**src/rtl/pciwr_pkg.sv**
```systemverilog
package pciwr_pkg;

  typedef enum logic [2:0] {
    ST_IDLE,
    ST_DECODE,
    ST_CLAIM,
    ST_DATA,
    ST_TURN,
    ST_SKIP
  } wrState_t;

  // strobes from the control FSM to the datapath
  typedef struct packed {
    logic latchAddr;  // address phase seen in idle
    logic claim;      // decode hit, record hit vector
    logic capture;    // bus data phase completed
  } dpStrobe_t;

endpackage

```
**src/rtl/pciwr_dpath.sv**
```systemverilog
module pciwr_dpath
  import pciwr_pkg::*;
#(
  parameter int DATA_W   = 64,
  parameter int NUM_BARS = 6
) (
  input  logic                  clk,
  input  logic                  rstN,
  input  dpStrobe_t             strobe,
  input  logic [DATA_W-1:0]     pciAd,
  input  logic [DATA_W/8-1:0]   pciCbe,
  input  logic                  pciReq64N,
  input  logic [NUM_BARS-1:0]   barHit,
  output logic                  anyHit,
  output logic [DATA_W/2-1:0]   localAddr,
  output logic [DATA_W/16-1:0]  localCmd,
  output logic                  localReq64,
  output logic [NUM_BARS-1:0]   localBarSel,
  output logic [DATA_W-1:0]     localData,
  output logic [DATA_W/8-1:0]   localBe
);

  localparam int ADDR_W = DATA_W / 2;
  localparam int BE_W   = DATA_W / 8;
  localparam int CMD_W  = BE_W / 2;
  localparam int LANE_W = 32;
  localparam int LANES  = DATA_W / LANE_W;
  localparam int LBE_W  = LANE_W / 8;

  logic [ADDR_W-1:0]   addrReg;
  logic [CMD_W-1:0]    cmdReg;
  logic                req64Reg;
  logic [NUM_BARS-1:0] barReg;

  assign anyHit = |barHit;

  always_ff @(posedge clk) begin
    if (!rstN) begin
      addrReg  <= '0;
      cmdReg   <= '0;
      req64Reg <= 1'b0;
    end else if (strobe.latchAddr) begin
      addrReg  <= pciAd[ADDR_W-1:0];
      cmdReg   <= pciCbe[CMD_W-1:0];
      req64Reg <= ~pciReq64N;
    end
  end

  always_ff @(posedge clk) begin
    if (!rstN) begin
      barReg <= '0;
    end else if (strobe.claim) begin
      barReg <= barHit;
    end
  end

  // one capture register per 32-bit lane
  for (genvar g = 0; g < LANES; g++) begin : gLane
    logic [LANE_W-1:0] laneData;
    logic [LBE_W-1:0]  laneBe;

    always_ff @(posedge clk) begin
      if (!rstN) begin
        laneData <= '0;
        laneBe   <= '0;
      end else if (strobe.capture) begin
        laneData <= pciAd[g*LANE_W +: LANE_W];
        laneBe   <= pciCbe[g*LBE_W +: LBE_W];
      end
    end

    assign localData[g*LANE_W +: LANE_W] = laneData;
    assign localBe[g*LBE_W +: LBE_W]     = laneBe;
  end

  assign localAddr   = addrReg;
  assign localCmd    = cmdReg;
  assign localReq64  = req64Reg;
  assign localBarSel = barReg;

endmodule

```
**src/rtl/pciwr_ctrl.sv**
```systemverilog
module pciwr_ctrl
  import pciwr_pkg::*;
(
  input  logic      clk,
  input  logic      rstN,
  input  logic      pciFrameN,
  input  logic      pciIrdyN,
  input  logic      anyHit,
  input  logic      req64,
  input  logic      localRdyN,
  output dpStrobe_t strobe,
  output logic      devselN,
  output logic      ack64N,
  output logic      trdyN,
  output logic      stopN,
  output logic      ctlOe,
  output logic      adOe,
  output logic      parOe,
  output logic      localAckN,
  output logic      localXferN,
  output logic      localFrameN
);

  wrState_t state, stateNxt;
  logic     rdySeen;
  logic     phaseDone;
  logic     drvNxt;

  // bus control lines, decoded from state
  assign devselN   = ~(state == ST_DATA);
  assign ack64N    = ~((state == ST_DATA) && req64);
  assign trdyN     = ~((state == ST_DATA) && rdySeen);
  assign stopN     = 1'b1;
  assign adOe      = ctlOe;
  assign phaseDone = (state == ST_DATA) && !pciIrdyN && !trdyN;

  always_comb begin
    stateNxt = state;
    unique case (state)
      ST_IDLE:   if (!pciFrameN) stateNxt = ST_DECODE;
      ST_DECODE: stateNxt = anyHit ? ST_CLAIM : ST_SKIP;
      ST_CLAIM:  stateNxt = ST_DATA;
      ST_DATA:   if (phaseDone && pciFrameN) stateNxt = ST_TURN;
      ST_TURN:   stateNxt = ST_IDLE;
      ST_SKIP:   if (pciFrameN && pciIrdyN) stateNxt = ST_IDLE;
      default:   stateNxt = ST_IDLE;
    endcase
  end

  assign drvNxt = (stateNxt == ST_CLAIM) || (stateNxt == ST_DATA) ||
                  (stateNxt == ST_TURN);

  always_comb begin
    strobe           = '0;
    strobe.latchAddr = (state == ST_IDLE) && !pciFrameN;
    strobe.claim     = (state == ST_DECODE) && anyHit;
    strobe.capture   = phaseDone;
  end

  always_ff @(posedge clk) begin
    if (!rstN) begin
      state       <= ST_IDLE;
      ctlOe       <= 1'b0;
      parOe       <= 1'b0;
      rdySeen     <= 1'b0;
      localAckN   <= 1'b1;
      localXferN  <= 1'b1;
      localFrameN <= 1'b1;
    end else begin
      state      <= stateNxt;
      ctlOe      <= drvNxt;
      parOe      <= drvNxt && ctlOe;
      localAckN  <= ~phaseDone;
      localXferN <= ~(phaseDone && !localRdyN);

      if (state == ST_IDLE) begin
        rdySeen <= 1'b0;
      end else if (((state == ST_CLAIM) || (state == ST_DATA)) && !localRdyN) begin
        rdySeen <= 1'b1;
      end

      if (strobe.claim) begin
        localFrameN <= 1'b0;
      end else if ((state == ST_IDLE) && localAckN) begin
        localFrameN <= 1'b1;
      end
    end
  end

endmodule

```
**src/rtl/pciwr_target.sv**
```systemverilog
module pciwr_target
  import pciwr_pkg::*;
#(
  parameter int DATA_W   = 64,
  parameter int NUM_BARS = 6
) (
  input  logic                 clk,
  input  logic                 rstN,
  input  logic                 pciFrameN,
  input  logic                 pciReq64N,
  input  logic                 pciIrdyN,
  input  logic [DATA_W-1:0]    pciAd,
  input  logic [DATA_W/8-1:0]  pciCbe,
  input  logic [NUM_BARS-1:0]  barHit,
  output logic                 devselN,
  output logic                 ack64N,
  output logic                 trdyN,
  output logic                 stopN,
  output logic                 ctlOe,
  output logic                 adOe,
  output logic                 parOe,
  output logic [DATA_W/2-1:0]  localAddr,
  output logic [DATA_W/16-1:0] localCmd,
  output logic                 localReq64,
  output logic [NUM_BARS-1:0]  localBarSel,
  output logic                 localFrameN,
  input  logic                 localRdyN,
  output logic                 localAckN,
  output logic                 localXferN,
  output logic [DATA_W-1:0]    localData,
  output logic [DATA_W/8-1:0]  localBe
);

  dpStrobe_t strobe;
  logic      anyHit;

  pciwr_ctrl i_ctrl (
    .clk        (clk),
    .rstN       (rstN),
    .pciFrameN  (pciFrameN),
    .pciIrdyN   (pciIrdyN),
    .anyHit     (anyHit),
    .req64      (localReq64),
    .localRdyN  (localRdyN),
    .strobe     (strobe),
    .devselN    (devselN),
    .ack64N     (ack64N),
    .trdyN      (trdyN),
    .stopN      (stopN),
    .ctlOe      (ctlOe),
    .adOe       (adOe),
    .parOe      (parOe),
    .localAckN  (localAckN),
    .localXferN (localXferN),
    .localFrameN(localFrameN)
  );

  pciwr_dpath #(
    .DATA_W  (DATA_W),
    .NUM_BARS(NUM_BARS)
  ) i_dpath (
    .clk        (clk),
    .rstN       (rstN),
    .strobe     (strobe),
    .pciAd      (pciAd),
    .pciCbe     (pciCbe),
    .pciReq64N  (pciReq64N),
    .barHit     (barHit),
    .anyHit     (anyHit),
    .localAddr  (localAddr),
    .localCmd   (localCmd),
    .localReq64 (localReq64),
    .localBarSel(localBarSel),
    .localData  (localData),
    .localBe    (localBe)
  );

endmodule

```
**config.mk**
```make
export PLATFORM = sky130hd
export DESIGN_NAME = pciwr_target
export DESIGN_NICKNAME = d
export VERILOG_FILES = /design/src/rtl/pciwr_pkg.sv /design/src/rtl/pciwr_dpath.sv /design/src/rtl/pciwr_ctrl.sv /design/src/rtl/pciwr_target.sv
export SDC_FILE = /design/constraint.sdc
export NUM_CORES = 1
export LEC_CHECK = 0
export BUFFER_PORTS_ARGS = -buffer_cell sky130_fd_sc_hd__buf_2
export CAP_MARGIN = 15
export CORE_MARGIN = 10
export CORE_UTILIZATION = 51
export DETAILED_ROUTE_END_ITERATION = 8
export HOLD_SLACK_MARGIN = 0.06
export PLACE_DENSITY = 0.84
export SLEW_MARGIN = 25
export SYNTH_ARGS = -nofsm -noshare
export SYNTH_HDL_FRONTEND = slang
export SYNTH_SLANG_ARGS = --single-unit
```
**constraint.sdc**
```tcl
create_clock -name clk -period 2.5 [get_ports clk]
set_input_delay 0.125 -clock clk [delete_from_list [all_inputs] [get_ports clk]]
set_output_delay 0.125 -clock clk [all_outputs]
set_load 0.02 [all_outputs]
```
==> results.json, run 1 <==
{
  "run_status": "complete, no violations",
  "worst_ep_required_time_ps": 2380,
  "floorplan_row_count": 35,
  "leakagePower_nw": 3.10,
  "clk_latency_ps": 500,
  "synth_largest_type_area_fraction_pct": 52.5,
  "post_cts_resize_count": 0,
  "synth_xor_xnor_area_share_pct": 0,
  "design.die.area_um2": 13500,
  "synth.top_cells.by_area": "dfxtp_1 (52%), a21oi_1 (12%), nand3_1 (8.1%)",
  "p_switching_mw": 1.30,
  "synthesis.area_um2": 4730,
  "start_kind": "flop",
  "critPathArrivalTime_ps": 1760,
  "synth_compound_gate_area_share_pct": 22.1,
  "overflow": 0,
  "synthMuxAreaShare_pct": 0,
  "timing.critical_path.slowest_stage_cell": "buf_4",
  "post_drt_wl_per_cell_um": 18.9,
  "combinational_family_with_the_most_area_after_synthesis": "compound AO/OA/AOI/OAI gates",
  "synthArstFlopShare_pct": 0,
  "grt_first_pass_wirelength_um": 27800,
  "fillerInstances": 563,
  "endpoint_kind": "primary output",
  "cts_hold_repair.buffers": 83,
  "synth_adder_area_share_pct": 0,
  "setup-tns-final_ps": 0,
  "min_delay_path_depth": 3,
  "numnets_final": 912,
  "area.growth.synth_to_final_pct": 52.7,
  "transition_time_at_the_pin_with_the_least_slew_margin_ps": 691,
  "clock_skew_ps": 10.3,
  "library_cells_used_by_synthesis": 35,
  "multiInputGateArea_um2": 1970,
  "buffer_ports.inserted": 207,
  "die_height_um": 116,
  "synth_enable_flop_cells": 0,
  "post_layout_power_mw": 5.25,
  "final.period_utilization_pct": 75.3,
  "sequential_standard_cell_area_um2": 2480,
  "h_tree_levels": 4,
  "maxCapViolations": 0,
  "ir_worst_vdd_uv": 432,
  "worstRegToRegCells": 4,
  "path_category_of_the_worst_min_delay_check": "in -> reg",
  "worst-path-max-fanout": 62,
  "clock-root-buffer": "clkbuf_8",
  "post-synth-top-area-cell": "dfxtp_1",
  "synthMostInstantiatedCell": "dfxtp_1",
  "grt_antenna_before_repair": 0,
  "finalCriticalPeriod_ps": 1880,
  "initial_core_util_pct": 51.7,
  "power.sequential.fraction_pct": 39.6,
  "p_int_mw": 3.95,
  "cts_made_buffers": 17,
  "dp_hpwl_um": 10800,
  "first_global_vias": 5394,
  "path_cells": "buf_4 -> nand3_1 -> buf_2",
  "initialDrtViolationCount": 527,
  "maximum_number_of_pins_on_one_net_before_global_route_repair": 73,
  "r2r_setup_slack_ps": 680,
  "postSynth.topFlopCell": "dfxtp_1",
  "die_width_um": 116,
  "sequential_share_of_the_synthesized_area_pct": 52.5,
  "ys_top_cells_by_count": "dfxtp_1 (124), a21oi_1 (109), nand3_1 (77), nand2_1 (58), o21ai_1 (44)",
  "drc": 0,
  "final_cell_count_no_fill": 954,
  "detailed_route_wl_um": 18000,
  "final_wtd_congestion": 0.840,
  "pwr-share-clk_pct": 48.4,
  "max_freq_mhz": 531,
  "timing.hold.ws_ps": 345,
  "number_of_failing_hold_endpoints_at_the_final_stage": 0,
  "placedCellCount": 836,
  "core_area_um2": 9150,
  "route.antenna.remaining_nets": 0,
  "max_stage_delay_ps": 560,
  "synth.net_count": 651,
  "layout-drive-gt1-share_pct": 34.1,
  "cts.sink_count": 124,
  "tritoncts": "yes",
  "slew_viol_final": 0,
  "syn_area_per_cell_um2": 8.34,
  "post-cts-setup-buffer-count": 0,
  "finalSetupViolations": 0,
  "cts_max_path_buffers": 2,
  "pin_count": 209,
  "vias": 5479,
  "switching_share_pct": 24.7,
  "power_frac_comb_pct": 12.0,
  "clkSlewWorstSetupHoldPaths_ps": 60,
  "postSynthRegisterBits": 124,
  "synth_warnings": 0,
  "viasPerCell": 5.74,
  "power.density_cell_area_nw_per_um2": 727,
  "first_pass_iters": 5,
  "syn_inst": 567,
  "synthSimpleGateAreaFrac_pct": 18.9,
  "slew_headroom_pct": 53.9,
  "setup.worst_path.class": "reg -> out",
  "grt_usage_pct": 25.6,
  "unrepaired_setup_endpoints_after_global_routing": "false"
}
## kinds of logic after synthesis
family,count (synthesis)
other cells,1
buf+inv,62
flops,124
compound gates,200
simple gates,180
## final timing paths
check,start,endpoint
setup / recovery,i_ctrl.state[0]$_SDFF_PN0_,trdyN
hold / removal,pciReq64N,i_dpath.localReq64$_SDFFE_PN0P_
setup reg to reg,i_ctrl.state[1]$_SDFF_PN0_,i_dpath.localAddr[16]$_SDFFE_PN0P_
hold reg to reg,i_dpath.localAddr[0]$_SDFFE_PN0P_,i_dpath.localAddr[0]$_SDFFE_PN0P_
## layer usage
metal / vias up / wire (µm) / GRT usage (%) / part of all wire, %
met3: 41 / 2040 / 10.4 / 11
met2: 340 / 8890 / 43.8 / 49
met1: 2599 / 6670 / 28.0 / 37
li1: 2499 / - / - / -
met4: 0 / 414 / 9.26 / 2.3
met5: - / 0 / 0 / 0
## cells in the final DEF, fill, tap and decap left out, types with 2 or more instances in the layout
cell,synthesis,layout
diode_2,0,2
o21ai_1,44,44
o22ai_1,6,6
bufinv_16,0,4
nand2_1,58,58
nand2_2,30,30
inv_2,1,2
o21a_1,2,2
nor2_1,5,5
nand3_1,77,77
a31oi_1,2,2
clkbuf_1,32,2
o21ai_0,31,31
dlygate4sd3_1,0,83
nor4_2,1,2
buf_12,0,4
clkinv_2,0,3
buf_4,4,7
clkbuf_16,0,16
a21oi_1,109,109
clkinvlp_4,0,3
buf_2,13,207
clkbuf_8,0,3
dfxtp_1,124,123
## stage by stage
| stage | utilization (%) | setup slack, ps | cell area, µm² |
|---|---|---|---|
| final | 78.9 | 618 | 7220 |
| after global routing | 78.9 | 513 | 7220 |
| after CTS | 78.6 | 283 | 7200 |
| after detailed placement | 62.8 | 376 | 5750 |
| after global placement | 62.8 | 494 | 5750 |
| after floorplan | - | 1040 | 4730 |
## layout make-up
class                      instances  share of cell area [%]
timing repair buffer             301                    27.7
sequential                       124                    34.4
clock inverter                    11                    2.30
tap                              111                    1.92
clock buffer                      21                    6.22
inverter                           3                   0.156
multi-input combinational        381                    27.3
antenna                            2                  0.0693
## critical path: cells and delay by family, from the launching register on
kind / cells / cell delay [ps]
buffers and inverters: 2 / 760
DFF: 1 / 360
and+or+nand+nor: 1 / 130
## power by group through the flow
stage / registers [mW] / logic, mW / clock network, mW
after floorplan: 2.18 / 0.249 / 0
after global placement: 2.12 / 0.498 / 0
after detailed placement: 2.12 / 0.509 / 0
after CTS: 2.08 / 0.614 / 2.56
after global routing: 2.08 / 0.674 / 2.66
final: 2.08 / 0.630 / 2.54
## registers in the layout, indices dropped and copies added (netlist names)
| name | count |
|---|---|
| i_ctrl.adOe | 1 |
| i_ctrl.localAckN | 1 |
| i_ctrl.localFrameN | 1 |
| i_ctrl.localXferN | 1 |
| i_ctrl.parOe | 1 |
| i_ctrl.rdySeen | 1 |
| i_ctrl.state | 3 |
| i_dpath.gLane.laneBe | 8 |
| i_dpath.gLane.laneData | 64 |
| i_dpath.localAddr | 32 |
| i_dpath.localBarSel | 6 |
| i_dpath.localCmd | 4 |
| i_dpath.localReq64 | 1 |
(Power assumes the default switching activity.)
==> run 2, diff against run 1 <==
CORE_UTILIZATION = 42   (was 51)
PLACE_DENSITY = 0.74   (was 0.84)
clock period = 1.6 ns   (was 2.5 ns; I/O delays follow)
==> results.json, run 2 (synthesis gave the netlist of run 1 again) <==
{
  "run_status": "complete, no violations",
  "wl_met1_um": 7020,
  "path_category_of_the_worst_min_delay_check": "in -> reg",
  "cts_made_buffers": 17,
  "area.growth.synth_to_final_pct": 55.2,
  "met3_wirelength_um": 1950,
  "first_pass_iters": 5,
  "initialDrtViolationCount": 496,
  "numnets_final": 922,
  "drc": 0,
  "worst-path-max-fanout": 29,
  "worst_ep_required_time_ps": 1880,
  "initial_core_util_pct": 43.2,
  "ir_worst_vdd_uv": 657,
  "final.period_utilization_pct": 96.0,
  "vias": 5306,
  "sequential_standard_cell_area_um2": 2480,
  "topRoutingLayerUsed": "met4",
  "start_point_of_the_worst_min_delay_path": "pciReq64N",
  "grt_antenna_before_repair": 0,
  "floorplan_row_count": 38,
  "maximum_number_of_pins_on_one_net_before_global_route_repair": 46,
  "finalSetupViolations": 0,
  "grt_first_pass_wirelength_um": 27900,
  "wl_met2_um": 8560,
  "timing.hold.ws_ps": 392,
  "min_delay_path_depth": 3,
  "multiInputGateArea_um2": 2000,
  "timing.critical_path.from": "i_ctrl.state[0]$_SDFF_PN0_",
  "overflow": 0,
  "largest-register": "i_dpath.gLane.laneData",
  "leakagePower_nw": 3.14,
  "unrepaired_setup_endpoints_after_global_routing": "false",
  "viasPerCell": 5.37,
  "buffer_ports.inserted": 207,
  "final_wtd_congestion": 0.866,
  "whs_endpoint": "i_dpath.localReq64$_SDFFE_PN0P_",
  "mostFrequentLayoutCell": "buf_2",
  "r2r-end": "i_dpath.localAddr[1]$_SDFFE_PN0P_",
  "clk_latency_ps": 410,
  "grt_usage_pct": 21.4,
  "max_freq_mhz": 651,
  "post-cts-setup-buffer-count": 0,
  "worstRegToRegCells": 4,
  "cts_max_path_buffers": 2,
  "reg2reg_from": "i_ctrl.state[0]$_SDFF_PN0_",
  "core_area_um2": 10900,
  "max_ffs_per_register": 64,
  "endpoint_kind": "flop",
  "clkSlewWorstSetupHoldPaths_ps": 50,
  "dp_hpwl_um": 11300,
  "pin_count": 209,
  "maxCapViolations": 0,
  "setup-tns-final_ps": 0,
  "fillerInstances": 864,
  "die_width_um": 126,
  "tritoncts": "yes",
  "clock_skew_ps": 7.34,
  "die_height_um": 126,
  "critPathArrivalTime_ps": 1820,
  "post_layout_power_mw": 7.97,
  "slew_viol_final": 0,
  "layout-drive-gt1-share_pct": 35.0,
  "h_tree_levels": 4,
  "n_antenna_cell": 0,
  "cts.sink_count": 124,
  "finalCriticalPeriod_ps": 1540,
  "post_drt_wl_per_cell_um": 18.1,
  "first_global_vias": 5311,
  "mostFrequentLayoutCells": "buf_2 (207), dfxtp_1 (123), a21oi_1 (109)",
  "start_kind": "flop",
  "clock-root-buffer": "clkbuf_16",
  "power.density_cell_area_nw_per_um2": 1080,
  "r2r_setup_slack_ps": 60,
  "number_of_failing_hold_endpoints_at_the_final_stage": 0,
  "design.die.area_um2": 15900,
  "route.antenna.remaining_nets": 0,
  "detailed_route_wl_um": 17900,
  "setup.worst_path.class": "reg -> reg"
}
run 2: changes by cell type in the layout (fill, tap and decap cells not counted), sizes merged:
cell	previous run	this run
bufinv	4	2
clkinvlp	3	1
buf	218	227
inv	3	2
a21oi	110	111
clkbuf	21	22
diode	2	0
clkinv	4	6
run 2: critical path, stage by stage, from the launching register on:
cell	delay (ps)
dfxtp_2	360
or4_2	680
buf_12	210
nand2_1	80
a21oi_1	60
run 2: worst max-delay path by stage:
stage | endpoint | slack, ps | cells past startpoint
finish | i_dpath.localAddr[1]$_SDFFE_PN0P_ | 60 | 4
global route | i_dpath.localAddr[3]$_SDFFE_PN0P_ | 6 | 4
CTS | trdyN | 30 | 4
detailed placement | i_dpath.localAddr[0]$_SDFFE_PN0P_ | 80 | 4
global placement | i_dpath.localAddr[1]$_SDFFE_PN0P_ | 110 | 4
floorplan | i_dpath.localAddr[10]$_SDFFE_PN0P_ | 140 | 6
run 2: cell type report:
cell class	instances	area share, %
repair buffers	310	28.6
flip-flops and latches	124	33.8
inverters	3	0.170
well taps	140	2.39
clock inverters	8	1.26
multi-input cells	382	27.3
clock buffers	22	6.46
run 2: per-layer routing:
metal | track usage, % | up-vias
li1 | - | 2506
met1 | 23.2 | 2490
met2 | 35.4 | 281
met3 | 9.90 | 29
met4 | 8.51 | 0
met5 | 0 | -
run 2: repair_timing:
item | CTS | global route
hold buffers | 83 | 0
endpoints found under the hold margin | 119 | 0
setup endpoints to repair | 3 | 9
resized for setup | 2 | 6
gates cloned | 0 | 1
run 2: through the flow:
| stage | worst slack (ps) | utilization [%] | instance area [µm²] | cells |
|---|---|---|---|---|
| 6_report | 63.7 | 67.1 | 7340 | 989 |
| 4_1_cts | 25.5 | 66.8 | 7310 | 988 |
| 3_3_place_gp | 112 | 54.0 | 5900 | 875 |
| 3_5_place_dp | 80.4 | 54.0 | 5900 | 875 |
| 2_1_floorplan | 137 | - | 4730 | 567 |
| 5_1_grt | 5.97 | 67.1 | 7340 | 989 |
run 2: power by group:
part           switching (mW)  internal (mW)  leakage, nW
logic                   0.602          0.424         1.85
clock network            1.31           2.38        0.281
registers              0.0680           3.18         1.01
total                    1.98           5.99         3.14
==> run 3, diff against run 2 <==
ABC_AREA = 1   (was default)
CORE_UTILIZATION = 43   (was 42)
PLACE_DENSITY = 0.75   (was 0.74)
SYNTH_HIERARCHICAL = 1   (was default)
==> results.json, run 3 <==
{
  "viasPerCell": 4.46,
  "cts.sink_count": 124,
  "first_global_vias": 5127,
  "cts_max_path_buffers": 2,
  "p_switching_mw": 2.24,
  "tritoncts": "yes",
  "setup_ws_ps": 119,
  "design.die.area_um2": 16400,
  "die_width_um": 128,
  "grt_first_pass_wirelength_um": 25600,
  "synth.top_cells.by_area": "dfxtp_1 (49%), nor2_1 (18%), nand2_1 (18%)",
  "final_wtd_congestion": 0.856,
  "buffer_ports.inserted": 207,
  "worst_ep_required_time_ps": 1930,
  "grt_antenna_before_repair": 0,
  "h_tree_levels": 4,
  "setup-tns-final_ps": 0,
  "switching_share_pct": 26.2,
  "n_antenna_cell": 0,
  "die_height_um": 128,
  "final_cell_area_um2": 7610,
  "clk_latency_ps": 410,
  "path_buf_inv": 2,
  "core_area_um2": 11400,
  "post_drt_wl_per_cell_um": 13.5,
  "vias": 5309,
  "library_cells_used_by_synthesis": 23,
  "fillerInstances": 929,
  "mostFrequentLayoutCell": "nor2_1",
  "max_ffs_per_register": 64,
  "placedCellCount": 1075,
  "timing.hold.ws_ps": 103,
  "synthArstFlopShare_pct": 0,
  "clock_skew_ps": 6.76,
  "max_stage_delay_ps": 370,
  "path_delay_family": "simple AND/OR/NAND/NOR gates",
  "postSynth.topFlopCell": "dfxtp_1",
  "floorplan_row_count": 39,
  "postSynthRegisterBits": 124,
  "placed_area_um2": 6180,
  "final_cell_count_no_fill": 1190,
  "numnets_final": 1119,
  "drc": 0,
  "first_pass_iters": 5,
  "max_freq_mhz": 675,
  "synthMostInstantiatedCell": "nor2_1",
  "leakagePower_nw": 4.09,
  "synth.net_count": 836,
  "power.sequential.fraction_pct": 39.4,
  "synthesis.area_um2": 5020,
  "path_cells": "nand2_2 -> nor2_4 -> nand2_4 -> nor2_4 -> buf_12 -> buf_12 -> nor2_1 -> nor2_1",
  "clkSlewWorstSetupHoldPaths_ps": 60,
  "power.density_cell_area_nw_per_um2": 1130,
  "unrepaired_setup_endpoints_after_global_routing": "false",
  "run_status": "complete, no violations",
  "sequential_standard_cell_area_um2": 2480,
  "maxCapViolations": 0,
  "p_int_mw": 6.32,
  "detailed_route_wl_um": 16000,
  "number_of_failing_hold_endpoints_at_the_final_stage": 0,
  "final.period_utilization_pct": 92.6,
  "initial_core_util_pct": 43.9,
  "start_kind": "flop",
  "maximum_number_of_pins_on_one_net_before_global_route_repair": 62,
  "ir_worst_vdd_uv": 808,
  "overflow": 0,
  "post-synth-top-area-cell": "dfxtp_1",
  "mostFrequentLayoutCells": "nor2_1 (241), nand2_1 (237), buf_2 (206)",
  "multiInputGateArea_um2": 1930,
  "ys_top_cells_by_count": "nor2_1 (241), nand2_1 (237), dfxtp_1 (124), inv_1 (87), buf_2 (22)",
  "r2r_setup_slack_ps": 120,
  "layout-drive-gt1-share_pct": 24.8,
  "synth_largest_type_area_fraction_pct": 49.5,
  "route.antenna.remaining_nets": 0,
  "initialDrtViolationCount": 378,
  "setup.worst_path.class": "reg -> reg",
  "syn_inst": 752,
  "synth_warnings": 6,
  "pin_count": 209,
  "area.growth.synth_to_final_pct": 51.7,
  "clock-root-buffer": "clkbuf_16",
  "power_frac_comb_pct": 16.8,
  "finalCriticalPeriod_ps": 1480,
  "cts_made_buffers": 17,
  "worst-path-max-fanout": 22,
  "grt_usage_pct": 19.1,
  "dp_hpwl_um": 10100,
  "endpoint_kind": "flop",
  "critPathArrivalTime_ps": 1810,
  "timing.critical_path.slowest_stage_cell": "dfxtp_2",
  "slew_viol_final": 0,
  "synth_enable_flop_cells": 0,
  "place_ws_ps": 111,
  "path_category_of_the_worst_min_delay_check": "in -> reg",
  "sequential_share_of_the_synthesized_area_pct": 49.5,
  "largest-register": "i_dpath/gLane.laneData",
  "pwr-share-clk_pct": 43.8,
  "finalSetupViolations": 0,
  "syn_area_per_cell_um2": 6.67
}
run 3: logic make-up after synthesis:
| family | after synthesis | share of synthesized area, % |
|---|---|---|
| compound gates | 5 | 0.574 |
| buf+inv | 129 | 12.1 |
| flops | 124 | 49.5 |
| other cells | 1 | 0.0747 |
| simple gates | 493 | 37.8 |
run 3: through the flow:
step | util, % | power (mW)
floorplan | - | 4.24
global placement | 54.1 | 4.69
detailed placement | 54.1 | 4.70
CTS | 66.4 | 8.61
global route | 66.7 | 8.97
finish | 66.7 | 8.57
run 3: per-layer routing:
metal  up-vias  part of all wire [%]  track usage [%]
met5         -                     0                0
met4         0                   2.4             9.01
met3        25                   9.7             8.44
met2       215                    47             30.2
met1      2332                    41             21.7
li1       2737                     -                -
run 3: timing repair:
item	in CTS	in global routing
hold endpoints to repair	119	0
setup endpoints to repair	0	10
buffers inserted	0	1
gates resized for setup	0	2
hold buffers	82	0
run 3: path summary, 6_finish.rpt:
| check | start | to | cells past startpoint |
|---|---|---|---|
| worst max-delay path | i_ctrl/state[0]$_SDFF_PN0_ | i_dpath/gLane[1].laneData[28]$_SDFFE_PN0P_ | 8 |
| worst min-delay path | pciIrdyN | i_ctrl/state[2]$_SDFF_PN0_ | 4 |
| worst max register to register | i_ctrl/state[0]$_SDFF_PN0_ | i_dpath/gLane[1].laneData[28]$_SDFFE_PN0P_ | 8 |
| worst min register to register | i_ctrl/adOe$_SDFF_PN0_ | i_ctrl/parOe$_SDFF_PN0_ | 2 |
run 3: final cells by class:
class / count / share of cell area (%)
clock buffers: 24 / 6.46
well taps: 143 / 2.35
repair buffers: 305 / 27.7
multi-input cells: 499 / 25.3
clock inverters: 7 / 1.15
flip-flops and latches: 124 / 32.6
inverters: 88 / 4.34
run 3: tightest hold or removal path: cells and delay by family:
family	cells	cell delay [ps]
simple gates	1	110
compound gates	1	60
buf+inv	2	200
run 3: power by group through the flow:
stage / Sequential, mW / Clock [mW] / Combinational [mW]
6_report: 3.38 / 3.75 / 1.44
5_1_grt: 3.40 / 3.97 / 1.60
4_1_cts: 3.37 / 3.81 / 1.43
3_5_place_dp: 3.44 / 0 / 1.26
3_3_place_gp: 3.43 / 0 / 1.26
2_1_floorplan: 3.65 / 0 / 0.588
